### src/rtl/sdram_cmd_seq.sv
module sdram_cmd_seq #(
  parameter int ADDR_W     = 12,
  parameter int DQM_W      = 4,
  parameter int T_INIT     = 20,
  parameter int T_RP       = 3,
  parameter int T_RCD      = 3,
  parameter int T_RAS      = 6,
  parameter int T_RFC      = 7,
  parameter int T_MRD      = 2,
  parameter int N_INIT_REF = 2,
  parameter int T_REFI     = 300,
  parameter logic [2:0] BL_CODE   = 3'b011,
  parameter bit         BURST_ILV = 1'b1,
  parameter logic [2:0] CL_CODE   = 3'b010,
  parameter bit         WB_SINGLE = 1'b1
) (
  input  logic              clk,
  input  logic              rst_n,
  input  logic              req_valid,
  output logic              req_ready,
  input  logic [2:0]        req_cmd,
  input  logic [1:0]        req_bank,
  input  logic [ADDR_W-1:0] req_addr,
  input  logic              req_ap,
  output logic              init_done,
  output logic              sd_cs_n,
  output logic              sd_ras_n,
  output logic              sd_cas_n,
  output logic              sd_we_n,
  output logic [1:0]        sd_ba,
  output logic [ADDR_W-1:0] sd_addr,
  output logic [DQM_W-1:0]  sd_dqm
);
  localparam int NB   = 4;
  localparam int BMAX = (T_RAS > T_RP) ? ((T_RAS > T_RCD) ? T_RAS : T_RCD)
                                       : ((T_RP > T_RCD) ? T_RP : T_RCD);
  localparam int GMAX = (T_INIT > T_RFC) ? ((T_INIT > T_MRD) ? T_INIT : T_MRD)
                                         : ((T_RFC > T_MRD) ? T_RFC : T_MRD);
  localparam int BW = $clog2(BMAX + 1);
  localparam int GW = $clog2(GMAX + 1);
  localparam int RW = $clog2(T_REFI + 1);
  localparam int NW = $clog2(N_INIT_REF + 1);
  localparam logic [ADDR_W-1:0] MODE_WORD =
    ADDR_W'({WB_SINGLE, 2'b00, CL_CODE, BURST_ILV, BL_CODE});

  localparam logic [2:0] CMD_NOP = 3'b111, CMD_ACT = 3'b011, CMD_RD  = 3'b101,
                         CMD_WR  = 3'b100, CMD_PRE = 3'b010, CMD_REF = 3'b001,
                         CMD_MRS = 3'b000;
  localparam logic [2:0] RQ_ACT = 3'd0, RQ_RD = 3'd1, RQ_WR = 3'd2,
                         RQ_PRE = 3'd3, RQ_REF = 3'd4;

  typedef enum logic [1:0] {B_OFF, B_IDLE, B_ACT, B_PRE} bank_t;
  typedef enum logic [1:0] {PH_WAIT, PH_IREF, PH_MRS, PH_RUN} phase_t;

  bank_t          bst   [NB];
  logic [BW-1:0]  bcnt  [NB];
  logic [BW-1:0]  rcd_q [NB];
  logic [BW-1:0]  ras_q [NB];
  logic [GW-1:0]  gcnt;
  logic [RW-1:0]  rcnt;
  logic [NW-1:0]  nref;
  logic           ref_pend;
  phase_t         ph;
  logic [2:0]     cmd_q;

  logic [NB-1:0]     b_idle, b_open, b_closable, b_ras_wait;
  logic              all_idle, req_ok, take, ref_fire, pall_fire;
  logic [ADDR_W-1:0] col_a;

  assign {sd_ras_n, sd_cas_n, sd_we_n} = cmd_q;

  always_comb begin
    for (int b = 0; b < NB; b++) begin
      b_idle[b]     = (bst[b] == B_IDLE) || (bst[b] == B_PRE && bcnt[b] == '0);
      b_open[b]     = (bst[b] == B_ACT);
      b_ras_wait[b] = b_open[b] && (ras_q[b] != '0);
      b_closable[b] = (bst[b] != B_OFF) && !b_ras_wait[b];
    end
    col_a     = req_addr;
    col_a[10] = req_ap;
  end

  assign all_idle = (&b_idle) && (gcnt == '0);

  always_comb begin
    case (req_cmd)
      RQ_ACT:        req_ok = b_idle[req_bank];
      RQ_RD, RQ_WR:  req_ok = b_open[req_bank] && (rcd_q[req_bank] == '0) &&
                              (!req_ap || ras_q[req_bank] == '0);
      RQ_PRE:        req_ok = b_closable[req_bank];
      RQ_REF:        req_ok = &b_idle;
      default:       req_ok = 1'b1;
    endcase
  end

  assign req_ready = (ph == PH_RUN) && !ref_pend && (gcnt == '0) && req_ok;
  assign take      = req_valid && req_ready;
  assign ref_fire  = (ph == PH_RUN) && ref_pend && all_idle;
  assign pall_fire = (ph == PH_RUN) && ref_pend && (gcnt == '0) &&
                     (|b_open) && !(|b_ras_wait);

  always_ff @(posedge clk or negedge rst_n) begin
    if (!rst_n) begin
      cmd_q     <= CMD_NOP;
      sd_cs_n   <= 1'b1;
      sd_ba     <= '0;
      sd_addr   <= '0;
      sd_dqm    <= '1;
      ph        <= PH_WAIT;
      gcnt      <= GW'(T_INIT);
      nref      <= NW'(N_INIT_REF);
      rcnt      <= '0;
      ref_pend  <= 1'b0;
      init_done <= 1'b0;
      for (int b = 0; b < NB; b++) begin
        bst[b]   <= B_OFF;
        bcnt[b]  <= '0;
        rcd_q[b] <= '0;
        ras_q[b] <= '0;
      end
    end else begin
      sd_cs_n <= 1'b0;
      cmd_q   <= CMD_NOP;
      sd_ba   <= '0;
      sd_addr <= '0;
      if (gcnt != '0) gcnt <= gcnt - 1'b1;
      for (int b = 0; b < NB; b++) begin
        if (bcnt[b]  != '0) bcnt[b]  <= bcnt[b]  - 1'b1;
        if (rcd_q[b] != '0) rcd_q[b] <= rcd_q[b] - 1'b1;
        if (ras_q[b] != '0) ras_q[b] <= ras_q[b] - 1'b1;
        if (bst[b] == B_PRE && bcnt[b] == '0) bst[b] <= B_IDLE;
      end

      case (ph)
        PH_WAIT: if (gcnt == '0) begin
          cmd_q       <= CMD_PRE;
          sd_addr[10] <= 1'b1;
          ph          <= PH_IREF;
          for (int b = 0; b < NB; b++) begin
            bst[b]  <= B_PRE;
            bcnt[b] <= BW'(T_RP - 1);
          end
        end
        PH_IREF: if (all_idle) begin
          cmd_q <= CMD_REF;
          gcnt  <= GW'(T_RFC - 1);
          nref  <= nref - 1'b1;
          if (nref == NW'(1)) ph <= PH_MRS;
        end
        PH_MRS: if (all_idle) begin
          cmd_q     <= CMD_MRS;
          sd_addr   <= MODE_WORD;
          gcnt      <= GW'(T_MRD - 1);
          rcnt      <= RW'(T_REFI - 1);
          init_done <= 1'b1;
          sd_dqm    <= '0;
          ph        <= PH_RUN;
        end
        default: begin
          if (ref_fire) begin
            cmd_q    <= CMD_REF;
            gcnt     <= GW'(T_RFC - 1);
            ref_pend <= 1'b0;
          end else if (pall_fire) begin
            cmd_q       <= CMD_PRE;
            sd_addr[10] <= 1'b1;
            for (int b = 0; b < NB; b++) begin
              bst[b]  <= B_PRE;
              bcnt[b] <= BW'(T_RP - 1);
            end
          end else if (take) begin
            sd_ba <= req_bank;
            case (req_cmd)
              RQ_ACT: begin
                cmd_q           <= CMD_ACT;
                sd_addr         <= req_addr;
                bst[req_bank]   <= B_ACT;
                rcd_q[req_bank] <= BW'(T_RCD - 1);
                ras_q[req_bank] <= BW'(T_RAS - 1);
              end
              RQ_RD, RQ_WR: begin
                cmd_q   <= (req_cmd == RQ_RD) ? CMD_RD : CMD_WR;
                sd_addr <= col_a;
                if (req_ap) begin
                  bst[req_bank]  <= B_PRE;
                  bcnt[req_bank] <= BW'(T_RP - 1);
                end
              end
              RQ_PRE: begin
                cmd_q          <= CMD_PRE;
                bst[req_bank]  <= B_PRE;
                bcnt[req_bank] <= BW'(T_RP - 1);
              end
              RQ_REF: begin
                cmd_q <= CMD_REF;
                gcnt  <= GW'(T_RFC - 1);
              end
              default: sd_ba <= '0;
            endcase
          end
          if (rcnt == '0) begin
            ref_pend <= 1'b1;
            rcnt     <= RW'(T_REFI - 1);
          end else begin
            rcnt <= rcnt - 1'b1;
          end
        end
      endcase
    end
  end

  logic is_rw, is_pre, is_ref, is_mrs;
  assign is_rw  = !sd_cs_n && (cmd_q == CMD_RD || cmd_q == CMD_WR);
  assign is_pre = !sd_cs_n && (cmd_q == CMD_PRE);
  assign is_ref = !sd_cs_n && (cmd_q == CMD_REF);
  assign is_mrs = !sd_cs_n && (cmd_q == CMD_MRS);

  p_mask_high_r2: assert property (@(posedge clk) disable iff (!rst_n)
    !init_done |-> (sd_dqm == {DQM_W{1'b1}}));
  p_no_ready_early_r13: assert property (@(posedge clk) disable iff (!rst_n)
    !init_done |-> !req_ready);
  p_mode_word_r4: assert property (@(posedge clk) disable iff (!rst_n)
    is_mrs |-> (sd_addr == MODE_WORD && $rose(init_done)));
  p_ref_all_idle_r10: assert property (@(posedge clk) disable iff (!rst_n)
    is_ref |-> $past(&b_idle && gcnt == '0));

  for (genvar g = 0; g < NB; g++) begin : g_bank_chk
    p_rcd_met_r7: assert property (@(posedge clk) disable iff (!rst_n)
      (is_rw && sd_ba == 2'(g)) |-> $past(bst[g] == B_ACT && rcd_q[g] == '0));
    p_ras_met_r8: assert property (@(posedge clk) disable iff (!rst_n)
      (is_pre && (sd_addr[10] || sd_ba == 2'(g))) |->
      $past(bst[g] != B_ACT || ras_q[g] == '0));
  end
endmodule

### config.mk
export PLATFORM = sky130hd
export DESIGN_NAME = sdram_cmd_seq
export DESIGN_NICKNAME = d
export VERILOG_FILES = /design/src/rtl/sdram_cmd_seq.sv
export SDC_FILE = /design/constraint.sdc
export NUM_CORES = 1
export LEC_CHECK = 0
export BUFFER_PORTS_ARGS = -buffer_cell sky130_fd_sc_hd__buf_2
export CAP_MARGIN = 20
export CORE_UTILIZATION = 30
export DETAILED_ROUTE_END_ITERATION = 8
export GPL_ROUTABILITY_DRIVEN = 0
export SYNTH_ARGS = -nofsm -noshare
export SYNTH_HDL_FRONTEND = slang
export SYNTH_SLANG_ARGS = --single-unit
### constraint.sdc
create_clock -name clk -period 3.3 [get_ports clk]
set_input_delay 0.66 -clock clk [delete_from_list [all_inputs] [get_ports clk]]
set_output_delay 0.66 -clock clk [all_outputs]
set_load 0.01 [all_outputs]
==> qor.yml <==
p_per_area_nw_per_um2: 679
reg2reg_slack_ps: 380
syn-cell-area_sq_um: 5250
cts_num_sinks: 83
path_max_fanout: 5
synth.distinct_cells: 73
final.min_clock_period_ps: 3120
cts_tree: "built"
timing.final.crit_share: 0.945
startpoint_type: "flip-flop"
routed_wl_microns: 12700
fmax_mhz: 321
viasPerCell: 4.94
grt_max_degree: 84
drc: 0
first_pass_iters: 5
drive_gt1_frac: 0.192
hold_class: "in2async"
vias: 4199
io_pins: 45
crit_slowest_cell: "or4_1"
initial_core_util: 0.306
grt_pass1_wl_microns: 20900
antenna_found_initial: 1
htreeDepth: 3
dp_hpwl_microns: 9190
die-area_sq_um: 18000
final_cells: 850
ant_nets: 0
drt_iter0_markers: 328
synthFlopType: "dfrtp_1"
cts_made_buffers: 9
grt_pass1_vias: 4068
p_leak_nw: 2.86
ys_seq_area_frac: 0.397
slew_headroom: 0.489
rows: 48
fp.dieH_microns: 134
end_kind: "output pin"
root_buffer: "clkbuf_16"
crit_type: "reg2out"
synth-seq-cells: 83
worst-endpoint-arrival_ps: 2460
async_flop_share: 1.00
synth_edf_count: 0
hold_viol: 0
max-vdd-ir-drop_mv: 0.323
wl_per_cell_microns: 14.9
area_growth_pct: 17.9
rsz0062_at_grt: "no"
holdBufCountCts: 0
avgSynthCellArea_sq_um: 9.43
synth_fp_nets: 617
slowest_delay_ps: 420
n_antenna_cell: 0
skew_ps: 4.81
dieWidth_microns: 134
nets: 680
grtUsageTotal: 0.149
port_buffers: 44
ys_warn_count: 0
cp.required_ps: 2640
drv_slew: 0
cts_buffer_depth: 2
dp_cells: 833
core_area_sq_um: 17200
max_slew.worst_pin.slew_ps: 756
globalRouteOverflowTotal: 0
worstPathCellList: "inv_1 -> ha_1 -> ha_4 -> a2111oi_1 -> or3_1 -> or4_1 -> nand3_2 -> nor3_4 -> nor3_2 -> buf_2"
clk_pin_slew_ps: 60
finalSetupViolations: 0
max_cap_viol_count: 0
finalPower_mw: 4.21
insertion_delay_ps: 350
syn_inst: 557
fin_tns_setup_ps: 0
status: "completed"
final timing paths:
path,to,startpoint,cells after the start
max,req_ready,ras_q[9],10
min,rcnt[7],rst_n,2
max in group asynchronous,sd_dqm[2],rst_n,2
max reg2reg,gcnt[1],ras_q[9],11
min in group clk,nref[0],nref[0],1
min reg2reg,nref[0],nref[0],1
cells in the mapped netlist, types with 10 or more instances:
master	instances	area, sq um
ha_1	39	488
dfrtp_1	75	1880
o21ai_0	34	170
a211oi_1	12	90.1
a21oi_1	30	150
inv_1	61	229
o22a_1	10	87.6
nor2_1	61	229
nor3_1	11	55.1
nand2b_1	16	100
nand2_1	24	90.1
xnor2_1	11	96.3
routing by layer:
layer	part of all wire	GRT usage	routed length, microns
met4	0.018	0.0574	233
met1	0.48	0.207	6140
met2	0.45	0.225	5700
met3	0.046	0.0314	588
met5	0	0	0
power by group:
group | switching (mW) | internal, mW
combinational | 0.854 | 0.747
sequential | 0.239 | 1.29
clock | 0.390 | 0.684
total | 1.48 | 2.72
metrics by stage:
stage | util | hold slack [ps] | area [sq um] | setup slack [ps]
2_1_floorplan | - | 364 | 5250 | 498
3_3_place_gp | 0.340 | 466 | 5840 | 238
3_5_place_dp | 0.340 | 461 | 5840 | 229
4_1_cts | 0.359 | 354 | 6170 | 1.95
5_1_grt | 0.360 | 376 | 6190 | 20.6
6_report | 0.360 | 310 | 6190 | 182
cell usage in the layout (no fill, tap or decap), types with 6 or more instances in the layout:
cell,n
buf_4,29
nand2_1,24
nor2_1,61
o211ai_1,6
and2_1,9
ha_1,38
a211oi_1,12
o22ai_1,9
o21ai_0,34
buf_2,43
dfrtp_1,75
a21oi_1,30
or2_1,7
o31ai_1,8
dfstp_2,8
xor2_1,7
nand2b_1,16
mux2i_1,8
inv_1,61
nor3_1,10
clkbuf_16,9
o22a_1,10
xnor2_1,11
cell families after synthesis:
kind of cell,Yosys count,share of synthesized area
multiplexers,10,0.0195
AO/OA/AOI/OAI,146,0.190
other,1,0.000714
adder cells (fa/ha/maj),39,0.0929
AND/OR/NAND/NOR,177,0.200
XOR/XNOR,18,0.0300
buffers and inverters,83,0.0700
flip-flops,83,0.397
layout make-up:
| cell class | count | area (sq um) |
|---|---|---|
| clock buffers | 14 | 254 |
| inverters | 62 | 233 |
| multi-input cells | 391 | 2820 |
| repair buffers | 73 | 453 |
| clock inverters | 2 | 60.1 |
| flip-flops and latches | 83 | 2090 |
| fillers | 1786 | 11000 |
| well taps | 225 | 282 |
what timing repair did:
action                                  CTS  global route
buffers inserted                          0             1
endpoints found under the setup margin    1             1
resized for setup                         2             3
pin swaps                                 0             1
critical path, delay by kind of cell, from the launching register on:
kind,cells,cell delay [ps]
AND/OR/NAND/NOR,5,1020
buffers and inverters,2,220
adder cells (fa/ha/maj),2,390
flip-flops,1,400
AO/OA/AOI/OAI,1,80
flip-flops by register name (all words and copies together), names as in the netlist, 2 cells and up:
signal,count
gcnt,5
cmd_q,3
ph,2
nref,2
ras_q,12
rcnt,9
sd_addr,12
bcnt,12
bst,8
rcd_q,12
sd_ba,2
No activity file was read; power rests on OpenSTA's default activity.
